## config.mk

```make
export PLATFORM = sky130hd
export DESIGN_NAME = can_txwake_ctrl
export DESIGN_NICKNAME = d
export VERILOG_FILES = /design/src/rtl/can_txw_pkg.sv /design/src/rtl/can_lvl_sync.sv /design/src/rtl/can_dom_limiter.sv /design/src/rtl/can_wake_matcher.sv /design/src/rtl/can_txwake_ctrl.sv
export SDC_FILE = /design/constraint.sdc
export NUM_CORES = 1
export LEC_CHECK = 0
export CORE_UTILIZATION = 45
export DETAILED_ROUTE_END_ITERATION = 8
export DONT_BUFFER_PORTS = 1
export GPL_TIMING_DRIVEN = 0
export PLACE_DENSITY = 0.58
export SYNTH_ARGS = -nofsm -noshare
export SYNTH_HDL_FRONTEND = slang
export SYNTH_HIERARCHICAL = 1
export SYNTH_SLANG_ARGS = --single-unit
export TNS_END_PERCENT = 10
```

## constraint.sdc

```tcl
create_clock -name clk -period 3.24 [get_ports clk]
set_input_delay 0.81 -clock clk [delete_from_list [all_inputs] [get_ports clk]]
set_output_delay 0.81 -clock clk [all_outputs]
set_load 0.01 [all_outputs]
```

## src/rtl/can_txw_pkg.sv

```systemverilog
package can_txw_pkg;

  typedef enum logic [1:0] {
    PH_DOM_A = 2'd0,
    PH_REC   = 2'd1,
    PH_DOM_B = 2'd2
  } wake_phase_e;

  // Bits needed to hold the value lim
  function automatic int unsigned cnt_bits(input int unsigned lim);
    return (lim < 2) ? 1 : $clog2(lim + 1);
  endfunction

  // Increment that stops at lim
  function automatic int unsigned sat_inc(input int unsigned v, input int unsigned lim);
    return (v >= lim) ? lim : v + 1;
  endfunction

  // Level each wake phase expects: 1 = dominant
  function automatic logic phase_wants_dom(input wake_phase_e ph);
    return (ph != PH_REC);
  endfunction

  function automatic wake_phase_e phase_after(input wake_phase_e ph);
    case (ph)
      PH_DOM_A: return PH_REC;
      default:  return PH_DOM_B;
    endcase
  endfunction

endpackage

```

## src/rtl/can_lvl_sync.sv

```systemverilog
module can_lvl_sync #(
  parameter int unsigned STAGES  = 2,
  parameter logic        RST_VAL = 1'b1
) (
  input  logic clk,
  input  logic rst_n,
  input  logic d,
  output logic q
);
  logic [STAGES-1:0] chain;

  for (genvar g = 0; g < STAGES; g++) begin : g_stage
    if (g == 0) begin : g_first
      always_ff @(posedge clk or negedge rst_n) begin
        if (!rst_n) chain[g] <= RST_VAL;
        else        chain[g] <= d;
      end
    end else begin : g_next
      always_ff @(posedge clk or negedge rst_n) begin
        if (!rst_n) chain[g] <= RST_VAL;
        else        chain[g] <= chain[g-1];
      end
    end
  end

  assign q = chain[STAGES-1];
endmodule

```

## src/rtl/can_dom_limiter.sv

```systemverilog
module can_dom_limiter import can_txw_pkg::*; #(
  parameter int unsigned TIMEOUT_CYC = 2000
) (
  input  logic clk,
  input  logic rst_n,
  input  logic enable,
  input  logic txd_in,
  output logic drv_dom,
  output logic timeout_ev
);
  localparam int unsigned CW = cnt_bits(TIMEOUT_CYC);
  localparam logic [CW-1:0] LAST = CW'(TIMEOUT_CYC - 1);

  logic [CW-1:0] cnt_q;
  logic          blocked_q;
  logic          wants_dom;

  assign wants_dom  = rst_n & enable & ~txd_in;
  assign drv_dom    = wants_dom & ~blocked_q;
  assign timeout_ev = drv_dom & (cnt_q == LAST);

  always_ff @(posedge clk or negedge rst_n) begin
    if (!rst_n) begin
      cnt_q     <= '0;
      blocked_q <= 1'b0;
    end else if (!wants_dom) begin
      cnt_q     <= '0;
      blocked_q <= 1'b0;
    end else if (timeout_ev) begin
      cnt_q     <= '0;
      blocked_q <= 1'b1;
    end else if (!blocked_q) begin
      cnt_q     <= cnt_q + 1'b1;
    end
  end
endmodule

```

## src/rtl/can_wake_matcher.sv

```systemverilog
module can_wake_matcher import can_txw_pkg::*; #(
  parameter int unsigned FILT_CYC    = 400,
  parameter int unsigned TIMEOUT_CYC = 4000,
  parameter int unsigned TW          = cnt_bits(TIMEOUT_CYC)
) (
  input  logic          clk,
  input  logic          rst_n,
  input  logic          hunt,
  input  logic          bus_dom,
  output logic          woken,
  output logic          done_ev,
  output logic          abort_ev,
  output logic [TW-1:0] timer_q
);
  localparam int unsigned CW = cnt_bits(FILT_CYC);
  localparam logic [CW-1:0] FILT_V   = CW'(FILT_CYC);
  localparam logic [TW-1:0] TMR_LAST = TW'(TIMEOUT_CYC - 1);

  wake_phase_e   phase_q, phase_d;
  logic [CW-1:0] cnt_q, cnt_d;
  logic [TW-1:0] tmr_d;
  logic          woken_q;
  logic          armed, lvl_ok, done_c, abort_c;

  assign armed  = (phase_q != PH_DOM_A) || (cnt_q != '0);
  assign lvl_ok = (bus_dom == phase_wants_dom(phase_q));

  always_comb begin
    phase_d = phase_q;
    cnt_d   = cnt_q;
    tmr_d   = timer_q;
    done_c  = 1'b0;
    abort_c = 1'b0;
    if (!armed) begin
      if (bus_dom) begin
        cnt_d = CW'(1);
        tmr_d = TW'(1);
      end
    end else begin
      if (lvl_ok)               cnt_d = CW'(sat_inc(32'(cnt_q), FILT_CYC));
      else if (cnt_q == FILT_V) begin
        phase_d = phase_after(phase_q);
        cnt_d   = CW'(1);
      end else                  cnt_d = '0;

      if (phase_d == PH_DOM_B && cnt_d == FILT_V) begin
        done_c  = 1'b1;
        phase_d = PH_DOM_A;
        cnt_d   = '0;
        tmr_d   = '0;
      end else if (phase_d == PH_DOM_A && cnt_d == '0) begin
        tmr_d   = '0;
      end else if (timer_q == TMR_LAST) begin
        abort_c = 1'b1;
        phase_d = PH_DOM_A;
        cnt_d   = '0;
        tmr_d   = '0;
      end else begin
        tmr_d   = timer_q + 1'b1;
      end
    end
  end

  assign done_ev  = done_c  & hunt & ~woken_q;
  assign abort_ev = abort_c & hunt & ~woken_q;
  assign woken    = woken_q;

  always_ff @(posedge clk or negedge rst_n) begin
    if (!rst_n) begin
      phase_q <= PH_DOM_A;
      cnt_q   <= '0;
      timer_q <= '0;
      woken_q <= 1'b0;
    end else if (!hunt) begin
      phase_q <= PH_DOM_A;
      cnt_q   <= '0;
      timer_q <= '0;
      woken_q <= 1'b0;
    end else if (!woken_q) begin
      phase_q <= phase_d;
      cnt_q   <= cnt_d;
      timer_q <= tmr_d;
      if (done_c) woken_q <= 1'b1;
    end
  end
endmodule

```

## src/rtl/can_txwake_ctrl.sv

```systemverilog
module can_txwake_ctrl import can_txw_pkg::*; #(
  parameter int unsigned DOM_TIMEOUT_CYC = 2000,
  parameter int unsigned WAKE_FILT_CYC   = 400,
  parameter int unsigned WAKE_TO_CYC     = 4000,
  parameter int unsigned SYNC_STAGES     = 2
) (
  input  logic clk,
  input  logic rst_n,
  input  logic enable,
  input  logic txd_in,
  input  logic bus_lvl,
  output logic drv_dom,
  output logic rxd_out,
  output logic wake_flag
);
  localparam int unsigned TW = cnt_bits(WAKE_TO_CYC);

  // Named internal events, brought out for the checker
  logic          bus_lvl_s;
  logic          bus_dom_s;
  logic          tx_timeout_ev;
  logic          wake_done_ev;
  logic          wake_abort_ev;
  logic [TW-1:0] wake_timer;

  can_lvl_sync #(.STAGES(SYNC_STAGES), .RST_VAL(1'b1)) u_sync (
    .clk   (clk),
    .rst_n (rst_n),
    .d     (bus_lvl),
    .q     (bus_lvl_s)
  );

  assign bus_dom_s = ~bus_lvl_s;

  can_dom_limiter #(.TIMEOUT_CYC(DOM_TIMEOUT_CYC)) u_lim (
    .clk        (clk),
    .rst_n      (rst_n),
    .enable     (enable),
    .txd_in     (txd_in),
    .drv_dom    (drv_dom),
    .timeout_ev (tx_timeout_ev)
  );

  can_wake_matcher #(
    .FILT_CYC    (WAKE_FILT_CYC),
    .TIMEOUT_CYC (WAKE_TO_CYC),
    .TW          (TW)
  ) u_wake (
    .clk      (clk),
    .rst_n    (rst_n),
    .hunt     (~enable),
    .bus_dom  (bus_dom_s),
    .woken    (wake_flag),
    .done_ev  (wake_done_ev),
    .abort_ev (wake_abort_ev),
    .timer_q  (wake_timer)
  );

  assign rxd_out = (enable | wake_flag) ? bus_lvl_s : 1'b1;
endmodule

```

After elaboration in Yosys (flattened, before gate mapping)
Index checks and enable logic that the tools add are counted.
{"block": "op_classes", "n_addsub": 3, "n_mul": 0, "div": 0, "order_cmp": 1, "eq_ne": 11, "shifts": 0, "mux": 39, "bitwise_logic": 8, "reduce_logical": 11}
{"op": "2-to-1 mux 9 bit", "n": 10}
{"op": "2-to-1 mux 12 bit", "n": 7}
{"op": "2-to-1 mux 11 bit", "n": 3}
{"op": "2-to-1 mux 2 bit", "n": 10}
{"op": "== test 9 bit, second input constant", "n": 2}
{"op": "adder 12 x 1 -> 12 bit, second input constant", "n": 1}
{"op": "== test 12 bit, second input constant", "n": 1}
{"op": "adder 11 x 1 -> 11 bit, second input constant", "n": 1}
{"op": "== test 11 bit, second input constant", "n": 1}
{"op": "adder 9 x 1 -> 9 bit, second input constant", "n": 1}
{"op": ">= comparator 9 bit, second input constant", "n": 1}
{"op": "zero test 9 bit", "n": 1}
{"op": "2-to-1 mux 1 bit", "n": 9}
{"op": "nonzero test 9 bit", "n": 1}
{"op": "bitwise AND 1 bit", "n": 4}
{"op": "zero test 2 bit", "n": 2}
{"op": "inequality test 2 bit, second input constant", "n": 2}
{"op": "AND reduction 2 bit", "n": 2}
{"op": "nonzero test 2 bit", "n": 2}
{"op": "inequality test 3 x 2 -> 1 bit, second input constant", "n": 1}
{"op": "inequality test 3 bit, second input constant", "n": 1}
{"op": "inverter 1 bit", "n": 3}
{"op": "== test 2 bit, second input constant", "n": 1}
{"op": "logical AND 1 bit", "n": 2}
{"op": "other kinds (4)", "n": 4}
{"block": "totals", "regBits": 38, "latchBits": 0, "mem_bits_rw": 0, "romBits": 0, "out_inout_bits": 3, "mem_count": 0}

Logic depth before layout (Yosys ltp)
{"block": "logic_depth", "word_depth": 12, "mapped_depth": 11}

Modules after synthesis
Netlist, hierarchy kept.
{"mod": "can_wake_matcher", "instances": 1, "cells_per_inst": 197, "area_per_inst_um2": 1667.8}
{"mod": "can_dom_limiter", "instances": 1, "cells_per_inst": 61, "area_per_inst_um2": 639.4}
{"mod": "can_lvl_sync", "instances": 1, "cells_per_inst": 2, "area_per_inst_um2": 52.6}
{"mod": "can_txwake_ctrl", "instances": 1, "cells_per_inst": 3, "area_per_inst_um2": 15.0}

Worst setup path after synthesis
Ideal clock, no wire load.
{"block": "synth_path", "path_type": "register to register", "start": "reg u_wake.cnt_q[0]", "end": "reg u_wake.timer_q[11]", "arrival_time_ns": 2.278, "t_required_ns": 3.080, "slack_ns": 0.803, "stages_incl_launch_ff": 11, "path_buffers": 3, "cell_sequence": "dfrtp_1 -> ha_1 -> and3_1 -> buf_2 -> o311a_1 -> and4b_1 -> nand3_2 -> buf_2 -> buf_2 -> a31oi_1 -> a31oi_1"}
{"block": "synth_between", "elab_chain_cells": 11, "word_cells_on_any_way": 25}
{"element": "from (decl)", "line_no": "can_wake_matcher.sv:20", "source": "logic [CW-1:0] cnt_q, cnt_d;"}
{"element": "from (signal assigned)", "line_no": "can_wake_matcher.sv:81", "source": "cnt_q <= cnt_d;"}
{"element": "adder 9 x 1 -> 9 bit, or another cell as far along", "line_no": "can_txw_pkg.sv:16", "source": "return (v >= lim) ? lim : v + 1;"}
{"element": "2-to-1 mux 9 bit, or another cell as far along", "line_no": "can_txw_pkg.sv:16"}
{"element": "2-to-1 mux 9 bit or 2-to-1 mux 2 bit (tied branches)", "line_no": "can_wake_matcher.sv:40", "source": "if (lvl_ok) cnt_d = CW'(sat_inc(32'(cnt_q), FILT_CYC));"}
{"element": "2-to-1 mux 9 bit or 2-to-1 mux 2 bit (tied branches)", "line_no": "can_wake_matcher.sv:34", "source": "if (!armed) begin"}
{"element": "zero test 9 bit or zero test 2 bit (tied branches)", "line_no": "can_wake_matcher.sv:51", "source": "end else if (phase_d == PH_DOM_A && cnt_d == '0) begin"}
{"element": "logical AND 1 bit", "line_no": "can_wake_matcher.sv:51"}
{"element": "2-to-1 mux 12 bit", "line_no": "can_wake_matcher.sv:51"}
{"element": "2-to-1 mux 12 bit", "line_no": "can_wake_matcher.sv:46", "source": "if (phase_d == PH_DOM_B && cnt_d == FILT_V) begin"}
{"element": "2-to-1 mux 12 bit", "line_no": "can_wake_matcher.sv:34"}
{"element": "2-to-1 mux 12 bit", "line_no": "can_wake_matcher.sv:79", "source": "end else if (!woken_q) begin"}
{"element": "2-to-1 mux 12 bit", "line_no": "can_wake_matcher.sv:74", "source": "end else if (!hunt) begin"}
{"element": "to (signal assigned)", "line_no": "can_wake_matcher.sv:82", "source": "timer_q <= tmr_d;"}
{"element": "to (decl)", "line_no": "can_wake_matcher.sv:13", "source": "output logic [TW-1:0] timer_q"}
Several ways; a longest one is shown, not always the timed one. The select of a mux whose other input is x is not followed.
A chain may end at the register's enable or synchronous reset.

Final worst setup path
{"block": "layout_path", "start": "reg u_wake.cnt_q[0]", "end": "reg u_wake.timer_q[5]"}
The elaborated chain is that of the path after synthesis.

==> qor.txt <==
============================================================================
Run status                                                      finished, final reports clean
Post-Syn Instances                                                       261
Overall die height                                                  74.47 um
CTS Hold Bufs                                                              0
Average via count per standard cell                                    6.021
Synth warnings                                                             6
Commonest cells after routing, fill and taps aside              sky130_fd_sc_hd__dfrtp_1 (36), sky130_fd_sc_hd__nor2_1 (24), sky130_fd_sc_hd__a31oi_1 (22)
Clk Latency, worst-skew pair                                          300 ps
Netlist area before placement                                       2364 um2
Global-route congestion overflow total                                     0
Clock-pin transition on the worst setup and hold timing paths          80 ps
Vias after detailed routing                                            2,041
Transition time at the pin with the least slew margin                1301 ps
Number of H-tree levels                                                    2
Chain of cells forming the critical path                        ha_1 -> and3_1 -> buf_2 -> nand3_2 -> xnor2_1 -> o41ai_4 -> nand3_2 -> buf_2 -> buf_2 -> a31oi_1 -> a31oi_1
Post-detailed-route DRC marker count                                       0
Crit Path Class                                                      reg2reg
Vias in the first global route                                         1,786
Data required time at the worst endpoint                             3360 ps
Area growth from synthesis to layout                                  9.529%
Shortest clock period the worst path allows after layout             2951 ps
Leakage power of the design                                      0.001064 uW
GR Util met3                                                          5.014%
Average routed wire per standard cell                               16.22 um
Global routing usage summed across all routing layers                 21.14%
Post-DP HPWL                                                         3807 um
Initial core utilization                                              46.57%
Maximum fanout along the worst path                                       10
Number of antenna diodes                                                   0
Number of buffers created by CTS                                           5
Largest net degree at the start of global routing                         42
Maximum capacitance violations                                             0
Number of post-CTS setup repair buffers                                    0
Final estimated routing congestion in global placement                0.8273
HP Class                                                            in2async
Pwr/cell area                                                   431.1 nW/um2
CTS tree                                                               built
Average footprint of a synthesized cell                            9.056 um2
Fmax                                                              0.3389 GHz
# port buffers                                                             0
Met1 usage                                                            29.80%
Crit share post-route                                                 91.08%
Worst vdd rail ir drop                                             0.2379 mV
Antenna violations before repair                                           0
Post-CTS Resized                                                           0
Core area                                                           5075 um2
Net count after synthesis                                                270
Count of final max-slew check failures                                     0
1st-iter DRT viols                                                       126
Post-detailed-routing wire length                                    5497 um
Ports placed on the boundary                                               8
Die area                                                            5546 um2
Global-route wire length before repair                               8694 um
Final worst hold slack                                              194.9 ps
Number of fill cells                                                     499
DRT Pass-1 Iters                                                           6
Max stage delay cell, worst path                                sky130_fd_sc_hd__dfrtp_1
Clock root buffer                                               sky130_fd_sc_hd__clkbuf_8
Final net count                                                          277
Most common cell after layout, fill and taps aside              sky130_fd_sc_hd__dfrtp_1
Critical Path Source Type                                               flop
Data arrival, critical path                                          3070 ps
Final Hold Vio Count                                                       0
Num rows                                                                  26
Num Clock Sinks                                                           38
Maximum root-to-sink buffer count                                          2
Worst path most repeated cell                                   sky130_fd_sc_hd__buf_2
Worst setup EP type                                                     flop
Worst clock skew on the final layout                                8.643 ps
Die width                                                           74.47 um
GR peak layer                                                           met2
Final number of setup-violating endpoints                                  0
Met2 Resource Use GR                                                  31.93%
Unrepaired setup endpoints after global routing                        false
Largest stage delay, worst path                                       500 ps
Worst relative slew slack                                             12.36%
Number of nets with antenna violations after routing                       0
Total Negative Setup Slacks                                             0 ps
Fraction of final layout cells sized beyond drive strength 1          12.64%
============================================================================
## through the flow
step / instance area (um2) / utilization [%] / cells / worst slack [ps] / total power [uW]
6_report: 2589 / 51.01 / 339 / 289.1 / 1116
4_1_cts: 2589 / 51.01 / 339 / 341.5 / 1124
3_3_place_gp: 2451 / 48.30 / 331 / 354.0 / 629.3
5_1_grt: 2589 / 51.01 / 339 / 144.0 / 1163
2_1_floorplan: 2364 / - / 261 / 802.6 / 597.1
3_5_place_dp: 2451 / 48.30 / 331 / 363.1 / 628.2
## sequential cells by signal (all words and copies together), names as in the netlist
| register | flops |
|---|---|
| u_wake/woken | 1 |
| u_wake/timer_q | 12 |
| u_lim/cnt_q | 11 |
| u_wake/cnt_q | 9 |
| u_wake/phase_q | 2 |
| u_sync/chain | 1 |
| u_lim/blocked_q | 1 |
| u_sync/q | 1 |
## worst max-delay path: cells and delay by family (launching register included)
kind	cells	cell delay, ps
compound gates	3	690
buf+inv	3	610
flops	1	500
simple gates	3	480
fa+ha+maj	1	290
xor+xnor	1	180
## path summary, 6_finish.rpt
path,from,endpoint,slack (ps),depth (start not counted)
setup / recovery,u_wake/cnt_q[0],u_wake/timer_q[5],290,11
hold / removal,rst_n,u_lim/cnt_q[9],190,0
setup reg to reg,u_wake/cnt_q[0],u_wake/timer_q[5],290,11
hold reg to reg,u_sync/chain[0],u_sync/q,360,0
max in group asynchronous,rst_n,u_sync/chain[0],2860,0
min in group clk,u_sync/chain[0],u_sync/q,360,0
## area by class of cell
cell class                      count  area [um2]  area share, %
Multi-Input combinational cell    200        1311          50.65
Clock buffer                        5       68.82          2.658
Tap cell                           70       87.58          3.383
Clock inverter                      3       68.82          2.658
Buffer                             14       65.06          2.513
Inverter                            9       33.78          1.305
Sequential cell                    38       953.4          36.83
## layer usage
metal	vias up	part of all wire [%]
met4	0	1.3
met5	-	0
met2	54	46
met3	6	4.7
li1	998	-
met1	983	48
## power by group
part           leakage [uW]  internal (uW)  switching (uW)
Clock             0.0000683            309             186
Sequential         0.000521            484            12.5
Combinational      0.000475           40.1            84.6
No activity file was read; power rests on OpenSTA's default activity.
